`config.mk`:
```
export PLATFORM = sky130hd
export DESIGN_NAME = gptr_unit
export DESIGN_NICKNAME = d
export VERILOG_FILES = /design/src/rtl/gptr_pkg.sv /design/src/rtl/gptr_sync.sv /design/src/rtl/gptr_counter.sv /design/src/rtl/gptr_cmp.sv /design/src/rtl/gptr_unit.sv
export SDC_FILE = /design/constraint.sdc
export NUM_CORES = 1
export LEC_CHECK = 0
export CAP_MARGIN = 40
export CORE_MARGIN = 2
export CORE_UTILIZATION = 45
export CTS_CLUSTER_SIZE = 20
export DETAILED_ROUTE_END_ITERATION = 10
export PLACE_DENSITY_LB_ADDON = 0.2
export SLEW_MARGIN = 20
export SYNTH_ARGS = -nofsm -noshare
export SYNTH_HDL_FRONTEND = slang
export SYNTH_HIERARCHICAL = 1
export SYNTH_SLANG_ARGS = --single-unit
```
`constraint.sdc`:
```
create_clock -name clk -period 2.7 [get_ports clk]
set_input_delay 0.405 -clock clk [delete_from_list [all_inputs] [get_ports clk]]
set_output_delay 0.405 -clock clk [all_outputs]
set_load 0.01 [all_outputs]
```
`src/rtl/gptr_pkg.sv`:
```
// Package: shared helpers for the Gray-shadowed pointer unit.
// Assumes pointer widths are at least 2 bits (one address bit plus wrap).
package gptr_pkg;

    // Binary to Gray: each output bit is the XOR of two adjacent input bits.
    function automatic logic [31:0] to_gray(input logic [31:0] b);
        return b ^ (b >> 1);
    endfunction

endpackage

```
`src/rtl/gptr_sync.sv`:
```
// Module: multi-stage synchronizer for a Gray-coded bus.
// Assumes the source changes at most one bit per source clock, so any
// sampled value is either the old or the new pointer.
module gptr_sync #(
    parameter int WIDTH  = 5,
    parameter int STAGES = 2
) (
    input  logic             clk,
    input  logic             rst_n,
    input  logic [WIDTH-1:0] d_async,
    output logic [WIDTH-1:0] q_sync
);
    logic [WIDTH-1:0] stage_q [STAGES];

    genvar s;
    generate
        for (s = 0; s < STAGES; s++) begin : g_stage
            if (s == 0) begin : g_first
                // First stage samples the asynchronous bus.
                always_ff @(posedge clk) begin
                    if (!rst_n) stage_q[0] <= '0;
                    else        stage_q[0] <= d_async;
                end
            end else begin : g_next
                // Later stages give a metastable first stage time to settle.
                always_ff @(posedge clk) begin
                    if (!rst_n) stage_q[s] <= '0;
                    else        stage_q[s] <= stage_q[s-1];
                end
            end
        end
    endgenerate

    assign q_sync = stage_q[STAGES-1];
endmodule

```
`src/rtl/gptr_counter.sv`:
```
// Module: binary pointer with a parallel Gray register.
// The Gray register loads the conversion of the binary next-state value,
// so both registers change on the same edge and the Gray output never
// carries decode transients. Assumes WIDTH >= 2.
module gptr_counter #(
    parameter int WIDTH = 5
) (
    input  logic             clk,
    input  logic             rst_n,
    input  logic             advance,
    output logic [WIDTH-1:0] bin_q,
    output logic [WIDTH-1:0] gray_q
);
    import gptr_pkg::*;

    logic [WIDTH-1:0] bin_d;
    logic [31:0]      gray_wide;

    // Next-state value of the binary counter.
    always_comb begin
        bin_d = bin_q + {{(WIDTH-1){1'b0}}, advance};
    end

    // Gray of the D inputs, one XOR level deep whatever the width.
    assign gray_wide = to_gray(32'(bin_d));

    // Both registers update on the same edge, in step.
    always_ff @(posedge clk) begin
        if (!rst_n) begin
            bin_q  <= '0;
            gray_q <= '0;
        end else begin
            bin_q  <= bin_d;
            gray_q <= gray_wide[WIDTH-1:0];
        end
    end
endmodule

```
`src/rtl/gptr_cmp.sv`:
```
// Module: identity compare of local and synchronized Gray pointers.
// FULL_SIDE picks the decode: 0 gives empty (exact match), 1 gives full
// (top two bits inverted, the rest equal). Assumes WIDTH >= 2.
module gptr_cmp #(
    parameter int WIDTH     = 5,
    parameter bit FULL_SIDE = 1'b0
) (
    input  logic [WIDTH-1:0] local_gray,
    input  logic [WIDTH-1:0] remote_gray,
    output logic             hit
);
    localparam logic [WIDTH-1:0] TOP2 = {2'b11, {(WIDTH-2){1'b0}}};

    generate
        if (FULL_SIDE) begin : g_full
            // Full: the writer is one wrap ahead of the reader.
            assign hit = (local_gray == (remote_gray ^ TOP2));
        end else begin : g_empty
            // Empty: both pointers identical.
            assign hit = (local_gray == remote_gray);
        end
    endgenerate
endmodule

```
`src/rtl/gptr_unit.sv`:
```
// Module: one side of a dual-clock queue pointer pair.
// Counts in binary, exports Gray, synchronizes the remote Gray pointer
// and derives empty or full. Assumes remote_gray changes one bit at a time.
module gptr_unit #(
    parameter int ADDR_W      = 4,
    parameter int SYNC_STAGES = 2,
    parameter bit FULL_SIDE   = 1'b0
) (
    input  logic              clk,
    input  logic              rst_n,
    input  logic              inc_en,
    input  logic [ADDR_W:0]   remote_gray,
    output logic [ADDR_W:0]   bin_ptr,
    output logic [ADDR_W:0]   gray_ptr,
    output logic              flag
);
    localparam int PTR_W = ADDR_W + 1;

    logic [PTR_W-1:0] remote_sync;
    logic             advance;

    // The pointer moves only on a request the flag does not block.
    assign advance = inc_en & ~flag;

    gptr_sync #(.WIDTH(PTR_W), .STAGES(SYNC_STAGES)) u_sync (
        .clk     (clk),
        .rst_n   (rst_n),
        .d_async (remote_gray),
        .q_sync  (remote_sync)
    );

    gptr_counter #(.WIDTH(PTR_W)) u_cnt (
        .clk     (clk),
        .rst_n   (rst_n),
        .advance (advance),
        .bin_q   (bin_ptr),
        .gray_q  (gray_ptr)
    );

    gptr_cmp #(.WIDTH(PTR_W), .FULL_SIDE(FULL_SIDE)) u_cmp (
        .local_gray  (gray_ptr),
        .remote_gray (remote_sync),
        .hit         (flag)
    );
endmodule

```
---- After elaboration in Yosys (flattened, before gate mapping) ----
Memories as Yosys holds them, arrays and structs flattened.
Cells that the tools add are included.
operators by class
  bitwise logic cells ..................... 5
  add/sub/neg operators ................... 1
  equal/unequal tests ..................... 1
  muxes and demuxes ....................... 4
operators by type and width
  cell                                    count
  5-bit 2-to-1 mux                        2
  5-bit by 1-bit adder with 5-bit output  1
  5-bit == test                           1
  5-bit by 4-bit XOR with 5-bit output    1
  1-bit 2-to-1 mux                        2
  1-bit bitwise OR                        2
  1-bit bitwise AND                       1
  1-bit inverter                          1
storage, ports and cells
  output and inout port bits .............. 11
  RAM bits ................................ 10
  memories ................................ 1
  word-level logic and storage cells ...... 14
  register bits after elaboration ......... 10
  bits of input ports ..................... 8
memories
  memory          depth  bits a word  rd ports  clocked after Yosys merged registers in  wr ports  line             source
  u_sync.stage_q  2      5            2         0                                        2         gptr_sync.sv:13  logic [WIDTH-1:0] stage_q [STAGES];

---- Depth between registers and ports, before layout ----
Gate-level depths: netlist of the first run.
  depth after elaboration ................. 5
  mapped depth ............................ 11
  gate-level depth less buffers ........... 10

---- By module ----
The synthesis of the first run kept the hierarchy.
modules (own cells, without submodules)
  module        instances  area an instance (um^2)  cells an instance  seq. area each (um^2)
  gptr_counter  1          385.4                    38                 180.2
  gptr_sync     1          262.8                    20                 200.2
  gptr_cmp      1          58.8                     7                  0.0
  gptr_unit     1          13.8                     1                  0.0

---- Least setup slack after synthesis of the first run ----
Ideal clock, no wire load.
  path type ............................... register -> register
  start ................................... register u_cnt/bin_q[4] (netlist name)
  end ..................................... register u_cnt.gray_q[1]
  data required time ...................... 2585 ps
  library setup time ...................... 115 ps
  buffers on the path ..................... 1
  period minus slack after synthesis ...... 2209 ps
  path slack .............................. 491 ps
  stages on the path, launching flop included .. 11
  arrival ................................. 2094 ps
  cells stage by stage .................... dfxtp_1 -> buf_4 -> xnor2_1 -> nand3_1 -> nor3_2 -> nor2b_4 -> ha_1 -> ha_1 -> xor2_1 -> xor2_1 -> and2_1
RTL lines
  item                  line                source
  end signal, assigned  gptr_counter.sv:34  gray_q <= gray_wide[WIDTH-1:0];
  end, declared         gptr_counter.sv:12  output logic [WIDTH-1:0] gray_q

==> results of run 1 <==
placed cells by master, fill, tap and decap left out:
| cell | instances |
|---|---|
| ha_1 | 2 |
| xnor2_1 | 6 |
| nand2b_1 | 2 |
| clkbuf_4 | 3 |
| nor2b_4 | 1 |
| clkdlybuf4s50_1 | 18 |
| inv_1 | 1 |
| nand3_1 | 3 |
| a21oi_1 | 2 |
| dfxtp_1 | 19 |
| nor3_2 | 1 |
| xor2_1 | 6 |
| o21ai_1 | 1 |
| and2_1 | 19 |
| clkbuf_1 | 1 |
| mux2i_1 | 1 |
| nand2_1 | 1 |
stage by stage:
stage,hold WS [ps],instances,setup WS (ps)
6_report,444.6,103,341.7
3_3_place_gp,414.8,99,599.0
5_1_grt,455.3,103,239.5
2_1_floorplan,405.7,66,490.6
3_5_place_dp,419.3,99,504.0
4_1_cts,442.7,103,303.5
power breakdown:
group          internal, W  switching, W  total (W)  leakage, nW
sequential        0.000301     0.0000115   0.000313        0.156
combinational    0.0000768     0.0000536   0.000130        0.234
clock            0.0000574     0.0000810   0.000138       0.0150
total             0.000435      0.000146   0.000581        0.405
logic make-up after synthesis:
logic type               synth area share [%]
AO/OA/AOI/OAI                           2.083
XOR/XNOR                                14.58
adder cells (fa/ha/maj)                 3.472
buffers and inverters                   1.562
flip-flops                              52.78
multiplexers                            1.389
AND/OR/NAND/NOR                         24.13
sequential cells by signal, summed over array words and instances, names as in the netlist:
name,flops
u_sync/stage_q,10
u_cnt/bin_q,5
u_cnt/gray_q,4
cell type report:
class	instances	area [sq um]
fill	137	566.8
inverter	1	3.754
tap	16	20.02
multi-input combinational	45	329.1
clock buffer	4	26.28
timing repair buffer	18	180.2
sequential	19	380.4
worst max-delay path by stage:
stage | start | to | slack (ps) | cells after the start
finish | u_cnt/bin_q[4]$_SDFF_PN0_ | flag | 340 | 4
global placement | u_cnt/bin_q[4]$_SDFF_PN0_ | u_cnt/gray_q[1]$_SDFF_PN0_ | 600 | 9
CTS | u_cnt/bin_q[4]$_SDFF_PN0_ | flag | 300 | 4
global route | u_cnt/bin_q[4]$_SDFF_PN0_ | flag | 240 | 4
detailed placement | u_cnt/bin_q[4]$_SDFF_PN0_ | u_cnt/gray_q[1]$_SDFF_PN0_ | 500 | 9
floorplan | u_cnt/bin_q[4]$_SDFF_PN0_ | u_cnt/gray_q[1]$_SDFF_PN0_ | 490 | 10
routing by layer:
layer	track usage [%]	vias to the layer above	wire, microns
met1	15.10	229	482
met5	0	-	0
met2	20.88	16	539
met4	3.636	0	0
li1	-	249	-
met3	6.122	0	86
==> impl_metrics.tcl, run 1 <==
set metrics [dict create \
    status "finished, final reports clean" \
    routedWlPerCell_microns 10.76 \
    fin_area_sq_um 939.7 \
    initial_core_util_pct 47.84 \
    final_util_pct 62.38 \
    cts_sinks 19 \
    yosys_register_bits 19 \
    antenna_found_initial 0 \
    antenna_cells 0 \
    portBuffers 18 \
    worst_slew_pin_slew_ps 493.4 \
    setup_violations 0 \
    whs_endpoint "u_sync/stage_q[1][4]$_SDFF_PN0_" \
    maxCapViolCount 0 \
    critPathBufInv 1 \
    worst_setup_path_start_kind "flip-flop" \
    drt.antenna.violating_nets 0 \
    async_reset_ff_share_pct 0 \
    endpoint_kind "output port" \
    clock_latency_ps 290 \
    crit_required_ps 2300 \
    synth_seq_area_share_pct 52.78 \
    fin_nets 98 \
    syn_to_final_growth_pct 30.38 \
    num_io_pins 19 \
    vias_per_cell 4.796 \
    yosys.area.top_type_share_pct 52.78 \
    avgSynthCellArea_sq_um 10.92 \
    cp_top_family "buffers and inverters" \
    r2r-start "u_cnt/bin_q[4]$_SDFF_PN0_" \
    whs_path_depth 1 \
    setup-tns-final_ps 0 \
    finalCritPeriodShare_pct 87.34 \
    die_y_microns 44.02 \
    drtIter0Drc 3 \
    power_w 0.0005815 \
    regToRegSetupSlack_ps 490 \
    drc 0 \
    grt_max_degree 21 \
    drive_gt1_share_pct 5.747 \
    groute.usage.overall_pct 12.83 \
    core_sq_um 1506 \
    crit_type "reg2out" \
    critPathMaxFanout 6 \
    hold_start "u_sync/stage_q[0][4]$_SDFF_PN0_" \
    rsz0062_at_grt "false" \
    cts_made_buffers 3 \
    first_pass_iters 2 \
    clockBufferDepth 2 \
    power_density_nw_per_um2 618.8 \
    fmax_ghz 0.4240 \
    dpl_cell_area_sq_um 913.4 \
    finalHoldViolations 0 \
    path_clk_slew_ps 100 \
    synth_common_cells "and2_1 (19), dfxtp_1 (19), xnor2_1 (6), xor2_1 (6), nand3_1 (3)" \
    synth_edf_count 0 \
    crit_chain "xnor2_1 -> nand3_1 -> nor3_2 -> clkdlybuf4s50_1" \
    overflow 0 \
    cts-root-buf "clkbuf_4" \
    cts_max_level 1 \
    die_area_sq_um 1938 \
    crit_path_top_delay_cell "clkdlybuf4s50_1" \
    postCtsHoldBufs 0 \
    ff2ff_path_depth 9 \
    hp-class "reg2reg" \
    relSlewSlack_pct 67.00 \
    synth_area_leaders "dfxtp_1 (53%), and2_1 (16%), xnor2_1 (7.3%)" \
    fin_crit_ps 2358 \
    cts_resized 0 \
    yosysWarnings 6 \
    cts_tree "yes" \
    grt_pass1_wl_microns 1759 \
    worstPathArrival_ps 1950 \
    grt_pass1_vias 432 \
    r2r_end "u_cnt/gray_q[1]$_SDFF_PN0_" \
    routed_wl_microns 1108 \
    vias 494 \
    cts_setup_buffers 0 \
    drv_slew 0 \
    fin_worst_skew_ps 1.412 \
    synth_largest_area_cell "dfxtp_1" \
    num_rows 14 \
    syn_area_sq_um 720.7 \
    place_congestion 0.6676 \
    die_w_microns 44.02 \
    peakVddDrop_v 0.0003425 \
    synth.distinct_cells 15 \
    syn_inst 66 \
    p_leak_nw 0.4051 \
    slowest_delay_ps 610 \
    ys.flop_type "dfxtp_1" \
    synth_fp_nets 76 \
]
Power figures use the tool's default switching activity.
==> run 2, diff against run 1 <==
==> constraint.sdc (replaced) <==
create_clock -name clk -period 2.7 [get_ports clk]
set_input_delay 0.27 -clock clk [delete_from_list [all_inputs] [get_ports clk]]
set_output_delay 0.27 -clock clk [all_outputs]
set_load 0.01 [all_outputs]
==> results of run 2 <==
Same layout as run 1 (identical final DEF). Status: finished, final reports clean.
Among the figures that moved: setup slack after layout 341.7 ps -> 476.7 ps
